### src/rtl/irq_hub_pkg.sv
// Package: shared register selector encoding and constants for irq_hub.
// Assumes the bus carries byte addresses with 32-bit word registers.
package irq_hub_pkg;

    localparam int DATA_W = 32;
    localparam logic [DATA_W-1:0] NO_VECTOR = '1;

    // Word index (byte offset / 4) of each register; software depends on it.
    typedef enum logic [2:0] {
        SEL_STATUS  = 3'd0,
        SEL_PENDING = 3'd1,
        SEL_ENABLE  = 3'd2,
        SEL_ACK     = 3'd3,
        SEL_SET_EN  = 3'd4,
        SEL_CLR_EN  = 3'd5,
        SEL_VECTOR  = 3'd6,
        SEL_MASTER  = 3'd7
    } reg_sel_e;

endpackage

### src/rtl/irq_hub_capture.sv
// Module: irq_hub_capture
// Latches each interrupt line into a status bit. Each line is edge or level
// kind according to EDGE_MASK. Acknowledge has priority over a capture or a
// software set on the same edge. Assumes irq_in is synchronous to clk.
module irq_hub_capture #(
    parameter int          NUM_SRC   = 32,
    parameter logic [31:0] EDGE_MASK = 32'h0
) (
    input  logic               clk,
    input  logic               rst_n,
    input  logic [NUM_SRC-1:0] irq_in,
    input  logic               hw_en,
    input  logic [NUM_SRC-1:0] sw_set,
    input  logic [NUM_SRC-1:0] ack,
    output logic [NUM_SRC-1:0] status_q
);

    logic [NUM_SRC-1:0] hit;

    for (genvar i = 0; i < NUM_SRC; i++) begin : g_line
        if (EDGE_MASK[i]) begin : g_edge
            logic prev_q;
            // Keep last cycle's level of this line for rising-edge detection.
            always_ff @(posedge clk) begin
                if (!rst_n) prev_q <= 1'b0;
                else        prev_q <= irq_in[i];
            end
            assign hit[i] = irq_in[i] & ~prev_q;
        end else begin : g_level
            assign hit[i] = irq_in[i];
        end
    end

    // Merge hardware hits and software sets, then apply acknowledge last.
    always_ff @(posedge clk) begin
        if (!rst_n) status_q <= '0;
        else        status_q <= (status_q | (hw_en ? hit : '0) | sw_set) & ~ack;
    end

    assert_ack_clears_R5: assert property (@(posedge clk) disable iff (!rst_n)
        (ack != '0) |=> ((status_q & $past(ack)) == '0));

    assert_no_capture_when_off_R8: assert property (@(posedge clk) disable iff (!rst_n)
        (!hw_en && sw_set == '0) |=> ((status_q & ~$past(status_q)) == '0));

endmodule

### src/rtl/irq_hub_enable.sv
// Module: irq_hub_enable
// Holds the enable mask and accepts a direct write, a set alias and a clear
// alias. Assumes at most one of the three write strobes is high per cycle.
module irq_hub_enable #(
    parameter int NUM_SRC = 32
) (
    input  logic               clk,
    input  logic               rst_n,
    input  logic               wr_direct,
    input  logic               wr_set,
    input  logic               wr_clr,
    input  logic [NUM_SRC-1:0] wdata,
    output logic [NUM_SRC-1:0] enable_q
);

    // Update the mask from whichever write form is active.
    always_ff @(posedge clk) begin
        if (!rst_n)         enable_q <= '0;
        else if (wr_direct) enable_q <= wdata;
        else if (wr_set)    enable_q <= enable_q | wdata;
        else if (wr_clr)    enable_q <= enable_q & ~wdata;
    end

    assert_set_alias_R4: assert property (@(posedge clk) disable iff (!rst_n)
        wr_set |=> ((enable_q & $past(wdata)) == $past(wdata)));

    assert_clr_alias_R4: assert property (@(posedge clk) disable iff (!rst_n)
        wr_clr |=> ((enable_q & $past(wdata)) == '0));

endmodule

### src/rtl/irq_hub_pick.sv
// Module: irq_hub_pick
// Finds the lowest-numbered set bit of a request vector. Purely
// combinational; assumes IDX_W is wide enough to hold NUM_SRC-1.
module irq_hub_pick #(
    parameter int NUM_SRC = 32,
    parameter int IDX_W   = 5
) (
    input  logic [NUM_SRC-1:0] pend,
    output logic               found,
    output logic [IDX_W-1:0]   idx
);

    // Scan from the top so that the lowest set bit is the last one written.
    always_comb begin
        found = 1'b0;
        idx   = '0;
        for (int i = NUM_SRC - 1; i >= 0; i--) begin
            if (pend[i]) begin
                found = 1'b1;
                idx   = IDX_W'(i);
            end
        end
    end

endmodule

### src/rtl/irq_hub.sv
// Module: irq_hub (top)
// Register-mapped interrupt aggregator: decodes the register bus, holds the
// master bits and drives the request output. Assumes NUM_SRC <= 32 and one
// bus access per cycle; reads are combinational.
module irq_hub #(
    parameter int          NUM_SRC   = 32,
    parameter logic [31:0] EDGE_MASK = 32'h0
) (
    input  logic               clk,
    input  logic               rst_n,
    input  logic [NUM_SRC-1:0] irq_in,
    input  logic [4:0]         bus_addr,
    input  logic               bus_we,
    input  logic [31:0]        bus_wdata,
    output logic [31:0]        bus_rdata,
    output logic               irq_req
);
    import irq_hub_pkg::*;

    localparam int IDX_W = (NUM_SRC > 1) ? $clog2(NUM_SRC) : 1;
    localparam logic [NUM_SRC-1:0] ONES = '1;

    reg_sel_e           sel;
    logic [NUM_SRC-1:0] wsrc;
    logic [NUM_SRC-1:0] status_q;
    logic [NUM_SRC-1:0] enable_q;
    logic [NUM_SRC-1:0] pending;
    logic [1:0]         master_q;
    logic               vec_found;
    logic [IDX_W-1:0]   vec_idx;
    logic               unused_bus;

    assign sel        = reg_sel_e'(bus_addr[4:2]);
    assign wsrc       = bus_wdata[NUM_SRC-1:0];
    assign unused_bus = ^{bus_addr[1:0], bus_wdata};

    // Master bits: bit 0 gates the request, bit 1 turns on hardware capture.
    always_ff @(posedge clk) begin
        if (!rst_n)                             master_q <= 2'b00;
        else if (bus_we && sel == SEL_MASTER)   master_q <= bus_wdata[1:0];
    end

    irq_hub_capture #(.NUM_SRC(NUM_SRC), .EDGE_MASK(EDGE_MASK)) u_capture (
        .clk      (clk),
        .rst_n    (rst_n),
        .irq_in   (irq_in),
        .hw_en    (master_q[1]),
        .sw_set   ((bus_we && sel == SEL_STATUS && !master_q[1]) ? wsrc : '0),
        .ack      ((bus_we && sel == SEL_ACK) ? wsrc : '0),
        .status_q (status_q)
    );

    irq_hub_enable #(.NUM_SRC(NUM_SRC)) u_enable (
        .clk       (clk),
        .rst_n     (rst_n),
        .wr_direct (bus_we && sel == SEL_ENABLE),
        .wr_set    (bus_we && sel == SEL_SET_EN),
        .wr_clr    (bus_we && sel == SEL_CLR_EN),
        .wdata     (wsrc),
        .enable_q  (enable_q)
    );

    assign pending = status_q & enable_q;
    assign irq_req = master_q[0] & (|pending);

    irq_hub_pick #(.NUM_SRC(NUM_SRC), .IDX_W(IDX_W)) u_pick (
        .pend  (pending),
        .found (vec_found),
        .idx   (vec_idx)
    );

    // Read mux: registers narrower than 32 bits are zero-extended.
    always_comb begin
        bus_rdata = '0;
        case (sel)
            SEL_STATUS:  bus_rdata[NUM_SRC-1:0] = status_q;
            SEL_PENDING: bus_rdata[NUM_SRC-1:0] = pending;
            SEL_ENABLE:  bus_rdata[NUM_SRC-1:0] = enable_q;
            SEL_VECTOR:  bus_rdata = vec_found ? DATA_W'(vec_idx) : NO_VECTOR;
            SEL_MASTER:  bus_rdata[1:0] = master_q;
            default:     bus_rdata = '0;
        endcase
    end

    assert_req_low_after_reset_R1: assert property (@(posedge clk) disable iff (!rst_n)
        !$past(rst_n) |-> !irq_req);

    assert_vec_is_pending_R7: assert property (@(posedge clk) disable iff (!rst_n)
        vec_found |-> pending[vec_idx]);

    assert_vec_is_lowest_R7: assert property (@(posedge clk) disable iff (!rst_n)
        vec_found |-> ((pending & ~(ONES << vec_idx)) == '0));

endmodule

### config.mk
export PLATFORM = sky130hd
export DESIGN_NAME = irq_hub
export DESIGN_NICKNAME = d
export VERILOG_FILES = /design/src/rtl/irq_hub_pkg.sv /design/src/rtl/irq_hub_capture.sv /design/src/rtl/irq_hub_enable.sv /design/src/rtl/irq_hub_pick.sv /design/src/rtl/irq_hub.sv
export SDC_FILE = /design/constraint.sdc
export NUM_CORES = 1
export LEC_CHECK = 0
export CORE_ASPECT_RATIO = 1.4
export CORE_MARGIN = 5
export CORE_UTILIZATION = 45
export CTS_CLUSTER_SIZE = 12
export DETAILED_ROUTE_END_ITERATION = 8
export DONT_BUFFER_PORTS = 1
export PLACE_DENSITY_LB_ADDON = 0.3
export SYNTH_ARGS = -nofsm -noshare
export SYNTH_HDL_FRONTEND = slang
export SYNTH_SLANG_ARGS = --single-unit
### constraint.sdc
create_clock -name clk -period 1.8 [get_ports clk]
set_input_delay 0.18 -clock clk [delete_from_list [all_inputs] [get_ports clk]]
set_output_delay 0.18 -clock clk [all_outputs]
set_load 0.005 [all_outputs]
==> impl_metrics.yaml <==
status:
  outcome: "finished, violations left"
  violations: "setup timing"
final_layout:
  most-common-layout-cells: "153 x nand2_1, 84 x buf_4, 61 x dfxtp_1, 36 x a21boi_0"
  final_area_mm2: 0.00595
  layout_commonest_cell: "nand2_1"
  drive_gt1_share_pct: 24.7
  area_growth_pct: 41.4
  antennaDiodeCount: 0
  nets: 764
  num-fill-cells: 738
grt:
  antenna_found_initial: 0
  grt_pass1_wl_um: 25500
  overflow: 0
  grt_max_degree: 60
  met2_usage_pct: 48.7
  met3_usage_pct: 7.07
  grt_most_used_layer: "met2"
  grt_pass1_vias: 5169
  grtUsageTotal_pct: 27.6
  use_met1_pct: 30.1
floorplan:
  die_area_mm2: 0.0114
  io_pins: 105
  rows: 41
  core_mm2: 0.00908
  start_util_pct: 46.3
  die_w_um: 91.7
  die_h_um: 124
clock_tree:
  cts_inserted_buffers: 9
  cts_tree: "built"
  worstSkewPairLatency_ns: 0.34
  clkSlewWorstSetupHoldPaths_ns: 0.05
  ctsRootBufferMaster: "clkbuf_16"
  h-tree-depth: 3
  clock-sinks: 66
  cts_buffer_depth: 2
synthesis:
  synthesis.nets: 671
  yosysTopAreaCellShare_pct: 31.4
  ys_types: 40
  syn_inst: 599
  syn_area_mm2: 0.00421
  synth_area_leaders: "dfxtp_1 31%, nand2_1 14%, o21ai_0 7.7%, a22oi_1 7.1%, a221oi_1 6.7%"
  synth_warnings: 0
  ys_ff_latch: 66
  syn_area_per_cell_um2: 7.02
  yosysSeqAreaShare_pct: 31.4
  synth_top_area_cell: "dfxtp_1"
placement:
  hpwl_um: 10200
  gp_congestion: 0.887
  io_buffers: 0
  place_area_mm2: 0.00497
sta:
  hold_viol_final: 0
  worst_slew_pin_slew_ns: 1.02
  finalSetupViolCount: 33
  drv_slew: 0
  relSlewSlack_pct: 32.1
  final.min_clock_period_ns: 2.36
  timing.final.ws_setup_ns: -0.560
  fmax_mhz: 424
  finalClockSkew_ns: 0.00453
  post-route-period-util_pct: 131
  rsz0062_at_grt: "yes"
  hold_ws_ns: 0.00232
detailed_routing:
  drtPass1Iterations: 5
  ant_nets: 0
  via_per_inst: 6.34
  wl_per_cell_um: 20.3
  drcViolationCount: 0
  first_iter_violations: 536
  wl_um: 16300
  vias: 5091
worst_setup_path:
  cp.arrival_ns: 2.18
  cp_max_fo: 3
  end_kind: "primary output"
  crit_required_ns: 1.62
  crit_path_start_kind: "register"
  r2r_cells: 4
  path_class: "register to primary output"
worst_hold_path:
  min_path_cells: 2
  min_path_type: "input pin to register"
pwr:
  leakage_uw: 0.00212
  cellPowerDensity_mw_per_mm2: 640
  peakVddDrop_mv: 0.595
run:
  maxCapViolations: 0
-- per-layer routing --
metal | part of all wire, % | routed length, um | vias to the layer above
li1 | - | - | 2368
met1 | 38 | 6230 | 2465
met2 | 51 | 8280 | 211
met3 | 7.6 | 1230 | 47
met4 | 3.4 | 548 | 0
met5 | 0 | 0 | -
-- metrics by stage --
stage	setup WS (ns)	setup TNS [ns]	cells	total power (uW)	utilization (%)
3_3_place_gp	-0.165	-3.83	748	2030	54.7
4_1_cts	-0.540	-15.50	801	3770	63.3
5_1_grt	-0.650	-17.37	803	3930	65.5
2_1_floorplan	-0.0442	-0.888	599	1900	-
3_5_place_dp	-0.222	-4.84	748	2040	54.7
6_report	-0.560	-15.55	803	3810	65.5
-- where the power goes --
| part | switching [uW] | internal, uW | leakage (uW) |
|---|---|---|---|
| Clock | 640 | 997 | 0.000132 |
| Sequential | 39.1 | 1520 | 0.000538 |
| Combinational | 326 | 288 | 0.00145 |
-- cell usage after synthesis --
master,count
a21boi_0,37
a31oi_1,3
dfxtp_1,66
o21ai_0,65
a21oi_1,6
o21a_1,1
nand2b_1,3
nor2_1,40
a22o_1,4
and2_1,1
a211o_1,1
o41ai_1,1
or2_2,1
a2bb2oi_1,1
a32oi_1,1
nor3_1,1
nand3b_4,1
nand3_1,8
nor2b_1,2
inv_1,32
a221o_1,1
a32o_1,3
a22oi_1,40
o211ai_1,33
nor4_4,1
o2111ai_1,1
nand4_1,1
a211oi_1,1
o31ai_1,2
nand2_1,156
and3b_1,1
or4b_4,1
a22oi_2,3
clkbuf_1,40
and3_1,1
a222oi_1,2
nor4_1,1
a221oi_1,32
buf_1,3
a31o_2,1
-- kinds of logic after synthesis --
kind of cell / count (synthesis) / share of synthesized area (%)
compound gates: 239 / 40.3
buf+inv: 75 / 6.69
flops: 66 / 31.4
simple gates: 219 / 21.6
-- critical path, cell delays in order (launching register included) --
cell,delay (ns)
dfxtp_1,0.31
a22oi_2,0.24
nand4_1,0.16
or4b_4,0.55
nor4_4,0.20
a211o_1,0.17
a221o_1,0.21
-- final cells by class --
class	count	area, um2	share of cell area [%]
Clock buffer	13	260	4.38
Clock inverter	2	12.5	0.210
Inverter	32	120	2.02
Multi-Input combinational cell	459	3010	50.6
Sequential cell	66	1330	22.3
Tap cell	107	134	2.25
Timing Repair Buffer	124	1080	18.2
-- repair_timing --
item	4_1_cts	5_1_grt
pin swaps	10	6
gates resized for setup	34	38
hold endpoints to repair	60	1
endpoints found under the setup margin	33	33
hold buffers	31	1
cloned	0	1
setup buffers	15	4
-- worst paths after layout --
path	from	endpoint	slack, ns
max	u_capture.status_q[21]	bus_rdata[1]	-0.56
min	bus_wdata[0]	master_q[0]	0.002
max reg2reg	master_q[1]	u_capture.status_q[8]	0.40
min reg2reg	master_q[0]	master_q[0]	0.50
No activity file was read; power rests on OpenSTA's default activity.
